==> src/rtl/hsc_pkg.sv <==
package hsc_pkg;

  typedef enum logic [1:0] {
    ST_OFF   = 2'd0,
    ST_INIT  = 2'd1,
    ST_WATCH = 2'd2,
    ST_LINK  = 2'd3
  } hscState_e;

  // strobes from control to datapath
  typedef struct packed {
    logic initRun;   // advance settling counter
    logic idleArm;   // allow idle counting and STOP detection
  } hscStrobe_t;

endpackage

==> src/rtl/hsc_datapath.sv <==
module hsc_datapath
  import hsc_pkg::*;
#(
  parameter int INIT_CYCLES = 5000,
  parameter int IDLE_CYCLES = 2500
) (
  input  logic       clk,
  input  logic       rstN,
  input  hscStrobe_t strobe,
  input  logic       sdaA,
  input  logic       sclA,
  input  logic       sdaB,
  input  logic       sclB,
  output logic       initDone,
  output logic       idleDone,
  output logic       stopSeen,
  output logic       allHigh
);

  localparam int INIT_W = $clog2(INIT_CYCLES + 1);
  localparam int IDLE_W = $clog2(IDLE_CYCLES + 1);
  localparam logic [INIT_W-1:0] INIT_LAST = INIT_W'(INIT_CYCLES - 1);
  localparam logic [IDLE_W-1:0] IDLE_LAST = IDLE_W'(IDLE_CYCLES - 1);

  logic [INIT_W-1:0] initCnt;
  logic [IDLE_W-1:0] idleCnt;
  logic              sdaAPrev;
  logic              sclAPrev;

  assign allHigh  = sdaA & sclA & sdaB & sclB;
  assign initDone = strobe.initRun && (initCnt == INIT_LAST);
  assign idleDone = strobe.idleArm && allHigh && (idleCnt == IDLE_LAST);
  assign stopSeen = strobe.idleArm && allHigh && !sdaAPrev && sclAPrev;

  always_ff @(posedge clk) begin
    if (!rstN) begin
      sdaAPrev <= 1'b0;
      sclAPrev <= 1'b0;
    end else begin
      sdaAPrev <= sdaA;
      sclAPrev <= sclA;
    end
  end

  always_ff @(posedge clk) begin
    if (!rstN || !strobe.initRun) begin
      initCnt <= '0;
    end else if (initCnt != INIT_LAST) begin
      initCnt <= initCnt + 1'b1;
    end
  end

  always_ff @(posedge clk) begin
    if (!rstN || !strobe.idleArm || !allHigh) begin
      idleCnt <= '0;
    end else if (idleCnt != IDLE_LAST) begin
      idleCnt <= idleCnt + 1'b1;
    end
  end

  // a low line leaves the idle count at zero afterwards
  assert_idle_restart_R6: assert property (@(posedge clk) disable iff (!rstN)
    !allHigh |=> (idleCnt == '0));

  // settling counter never passes its terminal value
  assert_init_bound_R3: assert property (@(posedge clk) disable iff (!rstN)
    initCnt <= INIT_LAST);

endmodule

==> src/rtl/hsc_control.sv <==
module hsc_control
  import hsc_pkg::*;
(
  input  logic       clk,
  input  logic       rstN,
  input  logic       pwrGoodA,
  input  logic       pwrGoodB,
  input  logic       enable,
  input  logic       initDone,
  input  logic       idleDone,
  input  logic       stopSeen,
  input  logic       allHigh,
  output hscStrobe_t strobe,
  output hscState_e  curState
);

  hscState_e nextState;
  logic      ready;

  assign ready = pwrGoodA & pwrGoodB & enable;

  always_comb begin
    nextState = curState;
    if (!ready) begin
      nextState = ST_OFF;
    end else begin
      unique case (curState)
        ST_OFF:   nextState = ST_INIT;
        ST_INIT:  if (initDone) nextState = ST_WATCH;
        ST_WATCH: if (idleDone || stopSeen) nextState = ST_LINK;
        ST_LINK:  nextState = ST_LINK;
        default:  nextState = ST_OFF;
      endcase
    end
  end

  always_ff @(posedge clk) begin
    if (!rstN) curState <= ST_OFF;
    else       curState <= nextState;
  end

  always_comb begin
    strobe.initRun = (curState == ST_INIT);
    strobe.idleArm = (curState == ST_WATCH);
  end

  assert_power_drop_R1: assert property (@(posedge clk) disable iff (!rstN)
    !(pwrGoodA && pwrGoodB) |=> (curState == ST_OFF));

  assert_enable_off_R2: assert property (@(posedge clk) disable iff (!rstN)
    !enable |=> (curState == ST_OFF));

  assert_off_to_init_R3: assert property (@(posedge clk) disable iff (!rstN)
    (curState == ST_OFF && ready) |=> (curState == ST_INIT));

  assert_no_join_busy_R5: assert property (@(posedge clk) disable iff (!rstN)
    (curState == ST_WATCH && !allHigh) |=> (curState != ST_LINK));

  assert_init_no_join_R4: assert property (@(posedge clk) disable iff (!rstN)
    (curState == ST_INIT) |=> (curState != ST_LINK));

  assert_link_hold_R8: assert property (@(posedge clk) disable iff (!rstN)
    (curState == ST_LINK && ready) |=> (curState == ST_LINK));

endmodule

==> src/rtl/hotswap_link_ctrl.sv <==
module hotswap_link_ctrl
  import hsc_pkg::*;
#(
  parameter int INIT_CYCLES = 5000,
  parameter int IDLE_CYCLES = 2500
) (
  input  logic       clk,
  input  logic       rstN,
  input  logic       pwrGoodA,
  input  logic       pwrGoodB,
  input  logic       enable,
  input  logic       sdaA,
  input  logic       sclA,
  input  logic       sdaB,
  input  logic       sclB,
  output logic       connect,
  output logic [1:0] state
);

  hscStrobe_t strobe;
  hscState_e  curState;
  logic       initDone;
  logic       idleDone;
  logic       stopSeen;
  logic       allHigh;

  hsc_datapath #(
    .INIT_CYCLES(INIT_CYCLES),
    .IDLE_CYCLES(IDLE_CYCLES)
  ) u_datapath (
    .clk(clk), .rstN(rstN), .strobe(strobe),
    .sdaA(sdaA), .sclA(sclA), .sdaB(sdaB), .sclB(sclB),
    .initDone(initDone), .idleDone(idleDone),
    .stopSeen(stopSeen), .allHigh(allHigh)
  );

  hsc_control u_control (
    .clk(clk), .rstN(rstN),
    .pwrGoodA(pwrGoodA), .pwrGoodB(pwrGoodB), .enable(enable),
    .initDone(initDone), .idleDone(idleDone),
    .stopSeen(stopSeen), .allHigh(allHigh),
    .strobe(strobe), .curState(curState)
  );

  assign connect = (curState == ST_LINK);
  assign state   = curState;

endmodule

==> config.mk <==
export PLATFORM = sky130hd
export DESIGN_NAME = hotswap_link_ctrl
export DESIGN_NICKNAME = d
export VERILOG_FILES = /design/src/rtl/hsc_pkg.sv /design/src/rtl/hsc_datapath.sv /design/src/rtl/hsc_control.sv /design/src/rtl/hotswap_link_ctrl.sv
export SDC_FILE = /design/constraint.sdc
export NUM_CORES = 1
export LEC_CHECK = 0
export BUFFER_PORTS_ARGS = -buffer_cell sky130_fd_sc_hd__buf_2
export CAP_MARGIN = 10
export CORE_UTILIZATION = 35
export CTS_BUF_LIST = sky130_fd_sc_hd__clkbuf_2
export DETAILED_ROUTE_END_ITERATION = 8
export HOLD_SLACK_MARGIN = 0.1
export PLACE_DENSITY_LB_ADDON = 0.25
export SYNTH_ARGS = -nofsm -noshare
export SYNTH_HDL_FRONTEND = slang
export SYNTH_HIERARCHICAL = 1
export SYNTH_SLANG_ARGS = --single-unit
==> constraint.sdc <==
create_clock -name clk -period 3.8 [get_ports clk]
set_input_delay 0.76 -clock clk [delete_from_list [all_inputs] [get_ports clk]]
set_output_delay 0.76 -clock clk [all_outputs]
set_load 0.05 [all_outputs]
== Word level (Yosys, flattened, before mapping) ==
Index checks and enable logic that the tools add are counted.
Word-level totals
  register bits after elaboration: 29
  latch bits: 0
  bits in writable memories: 0
  memory bits (read-only): 0
  input bits: 9
  memories: 0
Operators by class
  add/sub/neg operators: 2
  multipliers: 0
  div/mod/pow operators: 0
  magnitude comparators: 0
  equal/unequal tests: 9
  shift-type cells: 0
  muxes and demuxes: 3
  bitwise gates (word level): 5
  reduce and logical (&&, ||, !) cells: 17
Operators with widths (number)
  adder 13 x 1 -> 13 bit, second input constant: 1
  == test 13 bit, second input constant: 1
  inequality test 13 bit, second input constant: 1
  adder 12 x 1 -> 12 bit, second input constant: 1
  == test 12 bit, second input constant: 1
  inequality test 12 bit, second input constant: 1
  case mux 2 bit (4 select lines): 1
  AND 1 bit: 5
  logical AND 1 bit: 5
  zero test 1 bit: 5
  == test 2 bit, second input constant: 2
  logical OR 1 bit: 4
  two-way mux 2 bit: 2
  AND reduction 2 bit: 2
  == test 2 x 1 -> 1 bit, second input constant: 1
  zero test 2 bit: 1
  inequality test 2 x 1 -> 1 bit, second input constant: 1
  inequality test 2 bit, second input constant: 1

== Longest topological paths before layout ==
  depth after elaboration: 9
  depth in mapped cells: 6
  depth with buffers taken out: 6

== By module ==
The synthesis kept the hierarchy.
By module, submodules not included
  hsc_datapath: times used 1, cells an instance 146, area an instance 1297.5 um^2, sequential area each 540.5 um^2
  hsc_control: times used 1, cells an instance 9, area an instance 102.6 um^2, sequential area each 40.0 um^2
  hotswap_link_ctrl: times used 1, cells an instance 1, area an instance 6.3 um^2, sequential area each 0.0 um^2

== Worst setup path before layout ==
OpenSTA, ideal clock, no wires.
  path type: register to output
  from: register u_control.curState[1]
  to: output connect
  arrival time: 1.220 ns
  required time: 3.040 ns
  path slack: 1.820 ns
  stages on the path, launching flop included: 2
  cells stage by stage: dfxtp_1 > and2_1
On the way
  cells in the longest elaborated chain, start to end: 1
RTL lines
  start, declared: line hsc_control.sv:14  | output hscState_e curState
  start signal, assigned: line hsc_control.sv:39  | else curState <= nextState;
  == test 2 bit: line hotswap_link_ctrl.sv:45  | assign connect = (curState == ST_LINK);
  end, declared: line hotswap_link_ctrl.sv:16  | output logic connect,
No other way between the ends.

== Worst setup path in the final report ==
Ends and elaborated chain as after synthesis.

==> impl_summary.md <==
Worst hold path
The classification of the worst-slack hold path is flip-flop to flip-flop.

Critical path
The start point of the critical path is u_control/curState[1]$_SDFFE_PN0P_. The maximum fanout along the worst path is 6. The critical path goes through and2_1 -> buf_2.

For the worst setup path, the data required time is a little over 3 ns. The number of buffers and inverters on the critical path is 1. The end point of the critical path is connect. The critical-path cell with the highest stage delay is dfxtp_1. The worst setup path is captured at an output port. The critical path crosses 2 cells after its start point. The setup check on the worst reg-to-reg path leaves a slack of 1.94 ns. STA classifies the critical path startpoint as a flip-flop. The worst register-to-register path has a depth of 5.

The setup path with the least slack is of type flip-flop to output port. The worst reg2reg path startpoint is u_datapath/idleCnt[2]$_SDFFE_PP0P_. The worst endpoint data arrival time is 1.22 ns.

Grouping stages by cell kind, the critical path spends the most delay in flip-flops. The reg-to-reg endpoint is u_control/curState[0]$_SDFFE_PN0P_. In this design, the stage delay of the slowest critical-path cell is between 0.4 and 0.5 ns.

Placement
The final weighted congestion in routability-driven placement is between 0.7 and 0.8. The number of instances in the placed design is 211. During placement, the flow inserted port buffers numbering 11. Once detailed placement completed, the half-perimeter wirelength came to approximately 1900 um.

Global routing
Across every metal layer, demand over resource in global routing totals 14.9%. The sum of overflow across all layers after global routing is 0. The first global-routing pass estimated 4790 um of wire.

Entering global routing, the biggest net connects 13 pins. The number of global-route vias before repair is approximately 1100. The number of antenna violations at the first check in global routing is 0.

Cells and area
The repair_antennas step left the layout with diodes totalling 0. The fraction of final layout cells with drive strength greater than 1 is a little over an eighth. The number of filler cells placed in the layout is 406.

From synthesis to final layout, the design area changed by 8.99%. After the flow finishes, the layout carries non-filler instances totaling approximately 220. The net count reported at finish is 181.

Clock tree
In this run, CTS created clock tree buffers numbering 5. After clock tree synthesis, the clock-pin slew on the worst setup and hold paths is between 0.1 and 0.15 ns. The buffers inserted during post-CTS setup optimization is 0. The clock tree root buffer cell is clkbuf_2. The clock sink count is 29. The maximum buffer depth of the clock tree is 2. The number of buffers inserted by hold repair at cts is 0. The post-cts gate resize count is 0. The H-tree level count is 2. At the later pin of the worst-skew pair, clock insertion delay measures between 0.3 and 0.4 ns.

TritonCTS built the clock tree.

Yosys
After synthesis, the largest family of logic cells by area is simple AND/OR/NAND/NOR gates. Ranked by total cell area, the synthesized netlist is headed by dfxtp_1, nand3_1, a21oi_1. The prevailing post-synth register cell is dfxtp_1. After Yosys synthesis, XOR and XNOR cells account for approximately 1.9% of the synthesized area.

The commonest cells after synthesis are dfxtp_1, nand3_1, nand2_1. The mapped cell area is 1410 um^2. The most frequently used cell type in the post-synthesis netlist is dfxtp_1.

The sequential share of the synthesized area is about two fifths. The synthesized-area fraction occupied by ao, oa, aoi and oai cells is between 10% and 20%. The share of flip-flops with an asynchronous set or reset after synthesis is 0%.

Counting every net in the synthesized netlist gives between 150 and 200. Yosys mapped a number of flops with a built-in enable equal to 0. After Yosys synthesis, and, or, nand and nor cells account for about 34% of the synthesized area. The number of synthesis warnings is 6. The proportion of synthesized area in mux cells is 2.85%. The count of state elements after synthesis is 29. The area share of the largest cell type after synthesis is ~41%. Of all cell types, the one taking the most synthesized area is dfxtp_1.

The average instance in the mapped netlist occupies 9.02 um^2. The number of distinct library cells after synthesis is 38. The arithmetic-cell share of the synthesized area counting full adders, half adders and majority gates is 1.78%. Synthesis produced a netlist whose cell count is around 160.

STA
Setup repair after global routing left no endpoint under its margin. The count of final hold-check violations is 0. The sum of negative setup slack is 0 ns. The total count of max-transition violations in the final report is 0. Headroom to the max-slew limit came out at a little over three fifths. At the pin with the least slew margin, the transition time is 0.543 ns.

On the final layout, the worst clock skew is 0.00991 ns. Dividing the final minimum period by the clock period gives 52.1%. On the final layout, the worst hold slack is approximately 0.50 ns.

The routed design could run at a clock period as short as about 2.0 ns. The setup-violating endpoint count in the final report is 0. The maximum clock frequency is around 510 MHz.

Routing
The final antenna-violating net count is 0. The pre-antenna-repair detailed-routing pass consisted of 4 iterations. The detailed-route vias per instance is approximately 5.6. The count of unresolved DRC violations after routing is 0. For this block, the initial DRC count from the detailed router was 29.

The via count is roughly 1200. The routed design has between 2000 and 3000 um of wire. In the final routed layout, each cell accounts on average for around 13 um.

Pwr
VDD sags by at most 0.000173 V. The leakage power is ~0.45 nW. For this design the ratio of total power to cell area is between 200 and 300 nW/um^2.

Floorplan
The floorplan step defined a die boundary enclosing between 4000 and 5000 um^2. The starting density of the core is approximately 38%. The die is 65.4 um tall. The horizontal die dimension is between 60 and 70 um. After floorplanning, the core was sized to cover between 3000 and 4000 um^2. The number of standard-cell rows in the floorplan is 22. The number of placed I/O pins is 12.

Flow run
Across the run, the number of max-cap violations was 0.

Run status
The run finished with clean final reports.
[stage by stage]
stage | power, W | instance area [um^2] | utilization (%) | setup slack [ns]
3_3_place_gp | 0.000323 | 1500 | 40.0 | 2.01
3_5_place_dp | 0.000323 | 1500 | 40.0 | 1.98
2_1_floorplan | 0.000318 | 1410 | - | 1.82
5_1_grt | 0.000482 | 1530 | 40.9 | 1.74
6_report | 0.000459 | 1530 | 40.9 | 1.82
4_1_cts | 0.000468 | 1530 | 40.9 | 1.78
[tightest hold or removal path, delay by kind of cell (launching register included)]
family,cells,cell delay (ns)
flops,1,0.35
mux,1,0.06
simple gates,1,0.06
[per-layer routing]
layer | track usage [%] | vias to the layer above | wire, um
li1 | - | 626 | -
met1 | 18.2 | 550 | 1410
met2 | 22.0 | 33 | 1140
met3 | 4.17 | 10 | 117
met4 | 11.1 | 0 | 82
met5 | 0 | - | 0
[how the worst min path moves through the flow]
| stage | start | end | cells past startpoint |
|---|---|---|---|
| final | u_datapath/initCnt[1]$_SDFFE_PP0P_ | u_datapath/initCnt[1]$_SDFFE_PP0P_ | 2 |
| after global routing | u_datapath/initCnt[11]$_SDFFE_PP0P_ | u_datapath/initCnt[11]$_SDFFE_PP0P_ | 2 |
| after CTS | u_datapath/initCnt[11]$_SDFFE_PP0P_ | u_datapath/initCnt[11]$_SDFFE_PP0P_ | 2 |
| after detailed placement | u_datapath/initCnt[11]$_SDFFE_PP0P_ | u_datapath/initCnt[11]$_SDFFE_PP0P_ | 2 |
| after global placement | u_datapath/initCnt[12]$_SDFFE_PP0P_ | u_datapath/initCnt[12]$_SDFFE_PP0P_ | 2 |
| after floorplan | u_datapath/initCnt[12]$_SDFFE_PP0P_ | u_datapath/initCnt[12]$_SDFFE_PP0P_ | 2 |
[where the power goes]
group	internal [W]	leakage, nW	switching [W]	total, W
clock network	0.0000429	0.0265	0.0000991	0.000142
registers	0.000306	0.234	0.000000862	0.000307
logic	0.00000500	0.193	0.00000510	0.0000101
[final cells by class]
type | count | area [um^2] | area share (%)
multi-input combinational | 120 | 792 | 51.7
timing repair buffer | 11 | 55.1 | 3.59
clock inverter | 1 | 3.75 | 0.245
sequential | 29 | 581 | 37.9
inverter | 3 | 11.3 | 0.735
tap | 48 | 60.1 | 3.92
clock buffer | 6 | 30.0 | 1.96
[layout by cell type (no fill, tap or decap), drive strengths merged, types with 2 or more instances in the layout]
master | Yosys | routed
and4 | 2 | 2
buf | 1 | 11
nand2 | 13 | 13
xor2 | 3 | 3
or4 | 7 | 7
inv | 3 | 3
dfxtp | 29 | 29
ha | 2 | 2
nor4b | 3 | 3
a21oi | 12 | 12
o21ai | 9 | 9
nand2b | 2 | 2
o31ai | 7 | 7
nor2b | 2 | 2
nor2 | 4 | 4
and3 | 2 | 2
nand4 | 6 | 6
and2 | 6 | 6
nor4 | 2 | 2
clkbuf | 3 | 6
or3 | 8 | 8
nand3 | 14 | 14
a211oi | 3 | 3
mux2i | 4 | 4
[logic make-up after synthesis]
group / Yosys count
simple gates: 75
buf+inv: 7
xor+xnor: 3
fa+ha+maj: 2
mux: 4
flops: 29
compound gates: 36
[flip-flops by register name, summed over array words and instances (netlist names)]
signal / cells
u_datapath/idleCnt: 12
u_datapath/initCnt: 13
u_datapath/sdaAPrev: 1
u_control/curState: 2
u_datapath/sclAPrev: 1
No activity file was read; power rests on OpenSTA's default activity.
